File: src/rtl/pin_evt_pkg.sv
package pin_evt_pkg;

   localparam int MODE_W = 4;

   typedef enum logic [MODE_W-1:0] {
      MODE_OFF    = 4'h0,
      MODE_LVL_LO = 4'h8,
      MODE_RISE   = 4'h9,
      MODE_FALL   = 4'hA,
      MODE_BOTH   = 4'hB,
      MODE_LVL_HI = 4'hC
   } evt_mode_e;

   function automatic logic mode_known(input logic [MODE_W-1:0] code);
      return (code == MODE_LVL_LO) || (code == MODE_RISE) || (code == MODE_FALL) ||
             (code == MODE_BOTH)   || (code == MODE_LVL_HI);
   endfunction

endpackage

File: src/rtl/pin_evt_cell.sv
module pin_evt_cell
   import pin_evt_pkg::*;
(
   input  logic              clk,
   input  logic              rst_n,
   input  logic              lvl,
   input  logic              cfg_we,
   input  logic [MODE_W-1:0] cfg_wdata,
   input  logic              clr,
   output logic [MODE_W-1:0] cfg,
   output logic              hit,
   output logic              flag
);

   logic prev_q;

   always_ff @(posedge clk or negedge rst_n) begin
      if (!rst_n) begin
         cfg    <= '0;
         prev_q <= 1'b0;
         flag   <= 1'b0;
      end else begin
         prev_q <= lvl;
         if (cfg_we) cfg <= cfg_wdata;
         flag <= hit | (flag & ~clr);
      end
   end

   always_comb begin
      case (cfg)
         MODE_LVL_LO: hit = ~lvl;
         MODE_LVL_HI: hit = lvl;
         MODE_RISE:   hit = lvl & ~prev_q;
         MODE_FALL:   hit = ~lvl & prev_q;
         MODE_BOTH:   hit = lvl ^ prev_q;
         default:     hit = 1'b0;
      endcase
   end

endmodule

File: src/rtl/pin_evt_rdmux.sv
module pin_evt_rdmux
   import pin_evt_pkg::*;
#(
   parameter int NUM_PINS    = 32,
   parameter int ADDR_W      = 8,
   parameter int DATA_W      = 32,
   parameter int CFG_LSB     = 16,
   parameter int STRIDE      = 4,
   parameter int STATUS_ADDR = 'hA0
) (
   input  logic [ADDR_W-1:0]          addr,
   input  logic [NUM_PINS*MODE_W-1:0] cfg_flat,
   input  logic [NUM_PINS-1:0]        flags,
   output logic [DATA_W-1:0]          rdata
);

   always_comb begin
      rdata = '0;
      if (addr == ADDR_W'(STATUS_ADDR))
         rdata[NUM_PINS-1:0] = flags;
      for (int i = 0; i < NUM_PINS; i++) begin
         if (addr == ADDR_W'(i * STRIDE))
            rdata[CFG_LSB +: MODE_W] = cfg_flat[i*MODE_W +: MODE_W];
      end
   end

endmodule

File: src/rtl/pin_evt_merge.sv
module pin_evt_merge #(
   parameter int NUM_PINS = 32,
   parameter bit REG_OUT  = 1'b0
) (
   input  logic                clk,
   input  logic                rst_n,
   input  logic [NUM_PINS-1:0] flags,
   output logic                req
);

   if (REG_OUT) begin : g_reg
      logic req_q;
      always_ff @(posedge clk or negedge rst_n) begin
         if (!rst_n) req_q <= 1'b0;
         else        req_q <= |flags;
      end
      assign req = req_q;
   end else begin : g_comb
      assign req = |flags;
   end

endmodule

File: src/rtl/pin_event_flags.sv
module pin_event_flags
   import pin_evt_pkg::*;
#(
   parameter int NUM_PINS    = 32,
   parameter int ADDR_W      = 8,
   parameter int DATA_W      = 32,
   parameter int CFG_LSB     = 16,
   parameter int STATUS_ADDR = 'hA0,
   parameter bit REG_IRQ     = 1'b0
) (
   input  logic                clk,
   input  logic                rst_n,
   input  logic                bus_wr,
   input  logic [ADDR_W-1:0]   bus_addr,
   input  logic [DATA_W-1:0]   bus_wdata,
   output logic [DATA_W-1:0]   bus_rdata,
   input  logic [NUM_PINS-1:0] pin_lvl,
   output logic                irq_req
);

   localparam int STRIDE  = 4;
   localparam int CFG_MSB = CFG_LSB + MODE_W - 1;

   if (NUM_PINS > DATA_W) begin : g_bad_pins
      $error("NUM_PINS must fit in one data word");
   end
   if (CFG_MSB >= DATA_W) begin : g_bad_field
      $error("condition field exceeds data width");
   end
   if (NUM_PINS * STRIDE > STATUS_ADDR) begin : g_bad_map
      $error("control registers overlap status register");
   end
   if (STATUS_ADDR >= (1 << ADDR_W)) begin : g_bad_addr
      $error("status address exceeds address width");
   end

   logic                        stat_wr;
   logic [NUM_PINS-1:0]         flags;
   logic [NUM_PINS-1:0]         set_vec;
   logic [NUM_PINS-1:0]         clr_vec;
   logic [NUM_PINS*MODE_W-1:0]  cfg_flat;

   assign stat_wr = bus_wr && (bus_addr == ADDR_W'(STATUS_ADDR));

   for (genvar g = 0; g < NUM_PINS; g++) begin : g_pin
      logic sel;
      assign sel        = bus_wr && (bus_addr == ADDR_W'(g * STRIDE));
      assign clr_vec[g] = stat_wr & bus_wdata[g];

      pin_evt_cell u_cell (
         .clk       (clk),
         .rst_n     (rst_n),
         .lvl       (pin_lvl[g]),
         .cfg_we    (sel),
         .cfg_wdata (bus_wdata[CFG_MSB:CFG_LSB]),
         .clr       (clr_vec[g]),
         .cfg       (cfg_flat[g*MODE_W +: MODE_W]),
         .hit       (set_vec[g]),
         .flag      (flags[g])
      );
   end

   pin_evt_rdmux #(
      .NUM_PINS    (NUM_PINS),
      .ADDR_W      (ADDR_W),
      .DATA_W      (DATA_W),
      .CFG_LSB     (CFG_LSB),
      .STRIDE      (STRIDE),
      .STATUS_ADDR (STATUS_ADDR)
   ) u_rdmux (
      .addr     (bus_addr),
      .cfg_flat (cfg_flat),
      .flags    (flags),
      .rdata    (bus_rdata)
   );

   pin_evt_merge #(
      .NUM_PINS (NUM_PINS),
      .REG_OUT  (REG_IRQ)
   ) u_merge (
      .clk   (clk),
      .rst_n (rst_n),
      .flags (flags),
      .req   (irq_req)
   );

endmodule

File: config.mk
export PLATFORM = sky130hd
export DESIGN_NAME = pin_event_flags
export DESIGN_NICKNAME = d
export VERILOG_FILES = /design/src/rtl/pin_evt_pkg.sv /design/src/rtl/pin_evt_cell.sv /design/src/rtl/pin_evt_rdmux.sv /design/src/rtl/pin_evt_merge.sv /design/src/rtl/pin_event_flags.sv
export SDC_FILE = /design/constraint.sdc
export NUM_CORES = 1
export LEC_CHECK = 0
export ABC_AREA = 1
export BUFFER_PORTS_ARGS = -buffer_cell sky130_fd_sc_hd__buf_2
export CAP_MARGIN = 0
export CORE_MARGIN = 1
export CORE_UTILIZATION = 33
export DETAILED_ROUTE_END_ITERATION = 10
export REMOVE_ABC_BUFFERS = 1
export SYNTH_ARGS = -nofsm -noshare
export SYNTH_HDL_FRONTEND = slang
export SYNTH_SLANG_ARGS = --single-unit
File: constraint.sdc
create_clock -name clk -period 3.1 [get_ports clk]
set_input_delay 0.155 -clock clk [delete_from_list [all_inputs] [get_ports clk]]
set_output_delay 0.155 -clock clk [all_outputs]
set_load 0.05 [all_outputs]
==> flow_summary.ini, run 1 <==
[grt]
grt_pass1_vias = 9109
grt_max_degree = 82
grt_pass1_wl_mm = 47.09
grt_usage = 0.1813
overflow = 0
antenna_found_initial = 4

[hold_path]
worst_hold_path.num_cells = 4
min_from = bus_wdata[21]
hold_class = primary input to register

[outcome]
outcome = complete, no violations

[clock_tree]
cts_tree = yes
cts_buffers = 17
cts-root-buf = clkbuf_16
clkTransAtPathRegs_ns = 0.07
clk_path_buf_depth = 2
clock_sinks = 192
insertion_delay_ns = 0.44
h-tree-depth = 4

[place]
gp_congestion = 0.9093
post-dp-hpwl_mm = 20.66
io_buffers = 107
pre_cts_ws_ns = 0.3247

[die]
die_x_um = 180.8
core_mm2 = 0.03147
die_y_um = 180.8
die_area_mm2 = 0.03269
io_pins = 108
rows = 65
start_util = 0.3352

[critical_path]
crit_top_cell = nand4_1
crit_start = g_pin[2].u_cell.cfg[0]
path_cells = inv_2 -> o21ai_1 -> nor2_1 -> nand4_1 -> nor2_1 -> nand4_1 -> nand2_1 -> nand4_1 -> nor2_1 -> nand4_1 -> nand2_1 -> nand4_1 -> nor2_1 -> nand3_1 -> nand2_1 -> nand4_1 -> nand2_1 -> nand3_2 -> buf_6
crit_fanout = 4
slowest_delay_ns = 0.41
r2r_cells = 6
crit_required_ns = 2.94
cp.arrival_ns = 2.69
slowest_stage = dfrtp_1
criticalPathCategory = register to primary output
timing.rr.start = g_pin[22].u_cell.prev_q
startpoint_type = register
end_kind = primary output

[logic_synthesis]
syn_avg_cell_area_um2 = 7.661
yosys_register_bits = 192
yosysUniqueCellTypes = 27
ys_seq_area_frac = 0.4555
yosysWarnings = 0
syn_inst = 1377
synth_area_mm2 = 0.01055

[power_and_ir_drop]
power_frac_seq = 0.482
irDropWorstVdd_uv = 385.9
p_leak_uw = 0.006107
power_density_mw_per_mm2 = 486.4
swShare = 0.2769
internal_power_uw = 4458
comb_power_share = 0.126
power.switching_uw = 1707
power_frac_clock = 0.393

[route]
vias = 9356
drc_errors = 0
antenna_left = 0
initialDrtViolationCount = 637
vias_per_cell = 4.805
routed_wl_mm = 28.61
drt-pass1-iter-count = 5
avgRoutedWirePerCell_um = 14.69

[sta]
fin_skew_ns = 0.008349
grt_setup_unrepaired = true
worstMarginPinSlew_ns = 0.8094
max_freq_mhz = 350.9
finalSetupViolations = 0
slew_violations = 0
setup_slack_ns = 0.2502
period_share = 0.9193
slew_headroom = 0.4536
finalHoldViolations = 0
whs_ns = 0.01282
period_needed_ns = 2.850

[cells_and_area]
area_growth_pct = 20.15
drive_gt1_frac = 0.1160
final_util = 0.4027
n_fill_cell = 3160
layout.nets = 1670

[flow_run]
maxCapViolCount = 0
## state kept, by name, summed over array words and instances (netlist names)
register	flops
g_pin.u_cell.flag	32
g_pin.u_cell.cfg	128
g_pin.u_cell.prev_q	32
## logic make-up (layout without fill, tap and decap cells)
kind of cell             Yosys count  in the layout  synth area share
AND/OR/NAND/NOR                  534            534            0.2096
flip-flops                       192            192            0.4555
buffers and inverters            245            411           0.08742
AO/OA/AOI/OAI                    342            342            0.1716
adder cells (fa/ha/maj)           64             64           0.07591
other                              0              2                 0
## per-stage QoR
step	instances	TNS [ns]	instance area (µm²)	power [µW]
3_5_place_dp	1875	0	11620	3762
2_1_floorplan	1354	0	10460	3400
5_1_grt	1945	-0.1030	12670	6481
6_report	1947	0	12670	6165
4_1_cts	1942	0	12620	6217
3_3_place_gp	1875	0	11620	3733
## cells in the final DEF, fill, tap and decap left out, drive strengths merged, types with 4 or more instances in the layout
| master | count |
|---|---|
| a21oi | 58 |
| dlygate4sd3 | 36 |
| or2 | 4 |
| buf | 121 |
| nand3 | 20 |
| o21ai | 256 |
| nor2 | 114 |
| clkbuf | 21 |
| inv | 224 |
| ha | 64 |
| o311ai | 22 |
| nand4 | 28 |
| bufinv | 4 |
| dfrtp | 192 |
| nor4 | 13 |
| nor3 | 23 |
| nand2 | 331 |
## worst paths after layout
path,to,slack [ns]
worst max register to register,g_pin[22].u_cell.flag,1.35
worst min register to register,g_pin[10].u_cell.cfg[3],0.49
min in group asynchronous,g_pin[10].u_cell.prev_q,0.33
max in group asynchronous,g_pin[23].u_cell.cfg[2],1.99
worst max-delay path,bus_rdata[16],0.25
worst min-delay path,g_pin[21].u_cell.flag,0.01
## area by class of cell
type | instances | area (µm²) | share of cell area
inverter | 222 | 833.3 | 0.06575
tap | 402 | 503.0 | 0.03968
clock buffer | 20 | 456.7 | 0.03603
sequential | 192 | 4805 | 0.3791
multi-input combinational | 940 | 4837 | 0.3816
antenna | 2 | 5.005 | 0.0003949
clock inverter | 11 | 177.7 | 0.01402
timing repair buffer | 158 | 1057 | 0.08341
## metal layers
metal  global-route usage  up-vias  wire length, µm
li1                     -     4821                -
met1               0.2424     4329            13600
met2               0.2993      174            13380
met3              0.03467       28             1294
met4              0.04786        4              319
met5                    0        -               23
## Yosys cell counts
master / count / area (µm²)
a21oi_1: 58 / 290.3
clkbuf_1: 20 / 75.07
dfrtp_1: 192 / 4805
nor3_1: 23 / 115.1
o21ai_0: 253 / 1266
nor4_1: 13 / 81.33
o22ai_1: 1 / 6.260
nor2_1: 106 / 397.9
or2_0: 1 / 6.260
buf_2: 2 / 10.01
nand2_2: 3 / 18.77
buf_1: 1 / 3.750
and2_1: 1 / 6.260
nand4_1: 28 / 175.2
nor2_4: 1 / 11.26
or2_2: 3 / 18.77
nand2_1: 328 / 1231
o311ai_0: 22 / 192.7
inv_1: 215 / 807.0
o21ai_1: 3 / 15.01
nand3_2: 1 / 10.01
nor2_2: 7 / 43.79
inv_2: 7 / 26.28
nand3_1: 19 / 95.09
ha_1: 64 / 800.8
o31ai_1: 3 / 22.52
o32ai_1: 2 / 17.52
## critical path, delay by kind of cell, from the launching register on
kind | cells | cell delay [ns]
simple gates | 16 | 1.49
flops | 1 | 0.41
buf+inv | 2 | 0.27
compound gates | 1 | 0.07
## power groups by stage
stage	clock, µW	combinational (µW)	sequential (µW)
6_report	2420	774	2970
4_1_cts	2460	785	2970
2_1_floorplan	0	452	2950
3_3_place_gp	0	721	3010
3_5_place_dp	0	742	3020
5_1_grt	2550	917	3010
## repair_timing
item,4_1_cts,5_1_grt
setup endpoints to repair,0,3
endpoints found under the hold margin,114,0
setup buffers,0,3
gates resized for setup,0,13
hold buffers,36,0
Power figures use the tool's default switching activity.
==> inputs of run 2 (changes only) <==
--- a/config.mk
+++ b/config.mk
@@ -7,7 +7,6 @@
 export LEC_CHECK = 0
 export ABC_AREA = 1
 export BUFFER_PORTS_ARGS = -buffer_cell sky130_fd_sc_hd__buf_2
-export CAP_MARGIN = 0
 export CORE_MARGIN = 1
 export CORE_UTILIZATION = 33
 export DETAILED_ROUTE_END_ITERATION = 10
==> constraint.sdc (replaced) <==
create_clock -name clk -period 3.63 [get_ports clk]
set_input_delay 0.1815 -clock clk [delete_from_list [all_inputs] [get_ports clk]]
set_output_delay 0.1815 -clock clk [all_outputs]
set_load 0.05 [all_outputs]
==> flow_summary.ini, run 2 (synthesis gave the netlist of run 1 again) <==
[sta]
slew_violations = 0
grt_setup_unrepaired = false
worstMarginPinSlew_ns = 0.9642
max_freq_mhz = 338.9
period_share = 0.8128
tns_ns = 0
period_needed_ns = 2.951
fin_skew_ns = 0.01166
finalSetupViolations = 0
finalHoldViolations = 0
slew_headroom = 0.3565

[cells_and_area]
fin_cells = 1940
drive_gt1_frac = 0.1107
final_common_cell = nand2_1
final_cell_mix = 328 x nand2_1, 253 x o21ai_0, 215 x inv_1
layout.nets = 1662
max_flop_register = g_pin.u_cell.cfg
area_growth_pct = 18.68
top_regs = g_pin.u_cell.cfg (128), g_pin.u_cell.flag (32), g_pin.u_cell.prev_q (32)
largest_register_ff_count = 128
final_util = 0.3978

[hold_path]
min_to = g_pin[21].u_cell.flag
hold_class = primary input to register
worst_hold_path.num_cells = 4
min_from = bus_wdata[21]

[critical_path]
criticalPathCategory = register to primary output
regToRegEndpoint = g_pin[22].u_cell.flag
r2r_slack_ns = 1.95
cp.arrival_ns = 2.77
end_kind = primary output
timing.rr.start = g_pin[22].u_cell.prev_q
startpoint_type = register
r2r_cells = 6
crit_fanout = 4
crit_required_ns = 3.45
slowest_stage = dfrtp_1
slowest_delay_ns = 0.41
crit_top_cell = nand4_1
path_cells = inv_1 -> o21ai_1 -> nor2_1 -> nand4_1 -> nor2_1 -> nand4_1 -> nand2_1 -> nand4_1 -> nor2_1 -> nand4_1 -> nand2_1 -> nand4_1 -> nor2_1 -> nand3_1 -> nand2_1 -> nand4_1 -> nand2_1 -> nand3_1 -> buf_2

[route]
avgRoutedWirePerCell_um = 14.83
initialDrtViolationCount = 671
routed_wl_mm = 28.76
drc_errors = 0
wl_met2_mm = 13.20
drt-pass1-iter-count = 7
met1_length_mm = 13.64
route.met3.wl_mm = 1.427
antenna_left = 0
topRoutingLayerUsed = met5
vias_per_cell = 4.855
vias = 9419

[clock_tree]
post_cts_buffers = 0
clkTransAtPathRegs_ns = 0.08
cts_tree = yes
insertion_delay_ns = 0.44
h-tree-depth = 4
cts_buffers = 17
cts-root-buf = clkbuf_16
clock_sinks = 192
ctsHoldBuffers = 33
clk_path_buf_depth = 2
cts_resized = 0

[die]
rows = 65
core_mm2 = 0.03147
start_util = 0.3352
die_y_um = 180.8
die_area_mm2 = 0.03269
die_x_um = 180.8
io_pins = 108

[outcome]
outcome = complete, no violations

[flow_run]
maxCapViolCount = 0

[place]
place_inst = 1873
gp_congestion = 0.8946
post-dp-hpwl_mm = 20.91
io_buffers = 107

[grt]
grt_max_degree = 99
antenna_found_initial = 3
overflow = 0
grt_pass1_vias = 9181
grt_pass1_wl_mm = 47.26
grt_usage = 0.1832

[power_and_ir_drop]
p_leak_uw = 0.006041
power_density_mw_per_mm2 = 407.2
power_uw = 5098
irDropWorstVdd_uv = 310.8
run 2: cell types whose count changed in the layout (fill, tap and decap cells not counted), sizes merged:
cell | before | now
inv | 224 | 231
buf | 121 | 116
bufinv | 4 | 1
clkinvlp | 3 | 0
dlygate4sd3 | 36 | 33
clkbuf | 21 | 19
clkinv | 2 | 4
run 2: critical path, delay by kind of cell (launching register included):
| kind | cells | cell delay (ns) |
|---|---|---|
| DFF | 1 | 0.41 |
| buffers and inverters | 2 | 0.37 |
| AOI/OAI and AO/OA | 1 | 0.10 |
| and+or+nand+nor | 16 | 1.45 |
run 2: routing by layer:
metal | up-vias | track usage
met1 | 4399 | 0.2418
met3 | 35 | 0.03810
met5 | - | 0
met4 | 2 | 0.05573
li1 | 4789 | -
met2 | 194 | 0.3005
run 2: cell type report:
| cell class | count | area, µm² |
|---|---|---|
| Multi-Input combinational cell | 940 | 4822 |
| Sequential cell | 192 | 4805 |
| Clock buffer | 18 | 429.2 |
| Tap cell | 402 | 503.0 |
| Clock inverter | 14 | 160.2 |
| Fill cell | 3143 | 18950 |
| Antenna cell | 2 | 5.005 |
| Inverter | 222 | 833.3 |
| Timing Repair Buffer | 150 | 962.2 |
run 2: how the worst max path moves through the flow:
stage	cells after the start	slack, ns	to	from
final	19	0.68	bus_rdata[16]	g_pin[2].u_cell.cfg[0]
after floorplan	21	1.34	bus_rdata[17]	bus_addr[1]
after global placement	23	0.82	bus_rdata[19]	bus_addr[1]
after detailed placement	23	0.76	bus_rdata[17]	bus_addr[1]
after CTS	19	0.65	bus_rdata[16]	g_pin[2].u_cell.cfg[0]
after global routing	19	0.38	bus_rdata[16]	g_pin[2].u_cell.cfg[0]
run 2: power by group:
| part | switching [µW] | leakage (µW) | internal (µW) | total (µW) |
|---|---|---|---|---|
| logic | 417 | 0.00323 | 239 | 656 |
| registers | 171 | 0.00252 | 2370 | 2540 |
| clock network | 920 | 0.000292 | 985 | 1900 |
run 2: per-stage QoR:
step | worst slack (ns) | hold WS (ns) | area [µm²]
floorplan | 1.342 | -0.1141 | 10460
finish | 0.6794 | 0.03011 | 12520
global placement | 0.8166 | 0.3204 | 11590
detailed placement | 0.7591 | 0.3249 | 11590
CTS | 0.6528 | 0.01614 | 12510
global route | 0.3817 | 0.02766 | 12510
==> inputs of run 3 (changes only) <==
==> constraint.sdc (replaced) <==
create_clock -name clk -period 2.5 [get_ports clk]
set_input_delay 0.125 -clock clk [delete_from_list [all_inputs] [get_ports clk]]
set_output_delay 0.125 -clock clk [all_outputs]
set_load 0.05 [all_outputs]
==> flow_summary.ini, run 3 (synthesis gave the netlist of run 1 again) <==
[clock_tree]
clkTransAtPathRegs_ns = 0.08
insertion_delay_ns = 0.45
clk_path_buf_depth = 2
cts_tree = yes
cts-root-buf = clkbuf_16
cts_buffers = 17
h-tree-depth = 4
clock_sinks = 192

[cells_and_area]
area_growth_pct = 24.07
drive_gt1_frac = 0.1390
fin_area_mm2 = 0.01309
top_regs = g_pin.u_cell.cfg (128), g_pin.u_cell.flag (32), g_pin.u_cell.prev_q (32)
max_flop_register = g_pin.u_cell.cfg
layout.nets = 1723
final_cell_mix = 327 x nand2_1, 253 x o21ai_0, 213 x inv_1
largest_register_ff_count = 128
fin_cells = 2001
n_fill_cell = 3206
final_common_cell = nand2_1
final_util = 0.4158

[critical_path]
crit_top_cell = nand4_1
crit_fanout = 4
slowest_stage = dfrtp_1
criticalPathCategory = register to primary output
crit_required_ns = 2.38
slowest_delay_ns = 0.40
path_cells = inv_2 -> o21ai_1 -> nor2_1 -> nand4_1 -> nor2_1 -> nand4_1 -> nand2_1 -> nand4_1 -> nor2_1 -> nand4_1 -> nand2_1 -> nand4_1 -> nor2_1 -> nand3_1 -> nand2_1 -> nand4_1 -> nand2_1 -> nand3_2 -> buf_6
end_kind = primary output
cp.arrival_ns = 2.87
startpoint_type = register

[die]
io_pins = 108
die_y_um = 180.8
core_mm2 = 0.03147
rows = 65
start_util = 0.3352
die_area_mm2 = 0.03269
die_x_um = 180.8

[hold_path]
hold_class = primary input to register

[route]
vias = 9698
vias_per_cell = 4.847
avgRoutedWirePerCell_um = 14.62
drt-pass1-iter-count = 7
initialDrtViolationCount = 696
routed_wl_mm = 29.25
drc_errors = 0
antenna_left = 0

[sta]
tns_ns = -1.488
finalHoldViolations = 1
whs_ns = -0.004589
slew_headroom = 0.4380
worstMarginPinSlew_ns = 0.8324
period_share = 1.196
slew_violations = 0
fin_skew_ns = 0.01222
max_freq_mhz = 334.4
setup_slack_ns = -0.4900
period_needed_ns = 2.990
grt_setup_unrepaired = true
finalSetupViolations = 4

[place]
place_inst = 1908
gp_congestion = 0.8788
io_buffers = 107
post-dp-hpwl_mm = 21.01
place_area_mm2 = 0.01187

[outcome]
outcome = finished, violations left
violations = hold timing, setup timing

[power_and_ir_drop]
power_density_mw_per_mm2 = 572.1
irDropWorstVdd_uv = 475.7
power_uw = 7488
p_leak_uw = 0.006356

[grt]
antenna_found_initial = 4
overflow = 0
grt_pass1_wl_mm = 48.02
grt_pass1_vias = 9397
grt_max_degree = 63
grt_usage = 0.1848

[flow_run]
maxCapViolCount = 0
-- run 3: cell count changes in the layout (fill, tap and decap cells not counted), sizes merged --
cell         change
dlygate4sd3     +18
buf             +43
clkbuf           +1
inv              -3
clkinv           +1
clkinvlp         +1
-- run 3: what timing repair did --
item,4_1_cts,5_1_grt
endpoints found under the setup margin,4,4
pin swaps,2,7
endpoints found under the hold margin,108,0
buffers inserted,7,1
hold buffers,51,0
resized for setup,11,6
gates cloned,0,0
-- run 3: power breakdown --
part | internal, µW | leakage (µW) | switching, µW
clock network | 1440 | 0.000286 | 1330
registers | 3430 | 0.00252 | 240
logic | 412 | 0.00355 | 633
-- run 3: area by class of cell --
type | instances | area (µm²) | area share
Timing Repair Buffer | 211 | 1503 | 0.1148
Tap cell | 402 | 503.0 | 0.03843
Multi-Input combinational cell | 940 | 4850 | 0.3706
Antenna cell | 2 | 5.005 | 0.0003824
Sequential cell | 192 | 4805 | 0.3671
Inverter | 222 | 833.3 | 0.06367
Clock inverter | 13 | 146.4 | 0.01119
Clock buffer | 19 | 442.9 | 0.03384
-- run 3: per-layer routing --
layer  vias up  GRT usage  routed length [µm]
li1       4933          -                   -
met1      4519     0.2466               13790
met2       203     0.3033               13460
met3        39    0.03124                1316
met4         4    0.06085                 657
met5         -          0                  28
-- run 3: worst max-delay path: cells and delay by family, from the launching register on --
family / cells / cell delay, ns
flip-flops: 1 / 0.40
AND/OR/NAND/NOR: 16 / 1.67
AO/OA/AOI/OAI: 1 / 0.08
buffers and inverters: 2 / 0.27
-- run 3: final timing paths --
check	start	slack [ns]	depth (start not counted)	to
worst max-delay path	g_pin[2].u_cell.cfg[0]	-0.49	19	bus_rdata[16]
worst min-delay path	bus_wdata[15]	-0.005	4	g_pin[15].u_cell.flag
worst max register to register	g_pin[0].u_cell.prev_q	0.74	6	g_pin[0].u_cell.flag
worst min register to register	g_pin[10].u_cell.cfg[3]	0.49	2	g_pin[10].u_cell.cfg[3]
max in group asynchronous	rst_n	1.50	3	g_pin[19].u_cell.prev_q
min in group asynchronous	rst_n	0.25	2	g_pin[2].u_cell.cfg[3]
-- run 3: metrics by stage --
stage	hold slack, ns	setup slack (ns)
floorplan	-0.1706	0.3245
global placement	0.1650	-0.1700
detailed placement	0.1616	-0.1853
CTS	0.00001973	-0.4804
global route	0.001310	-0.6636
finish	-0.004589	-0.4900
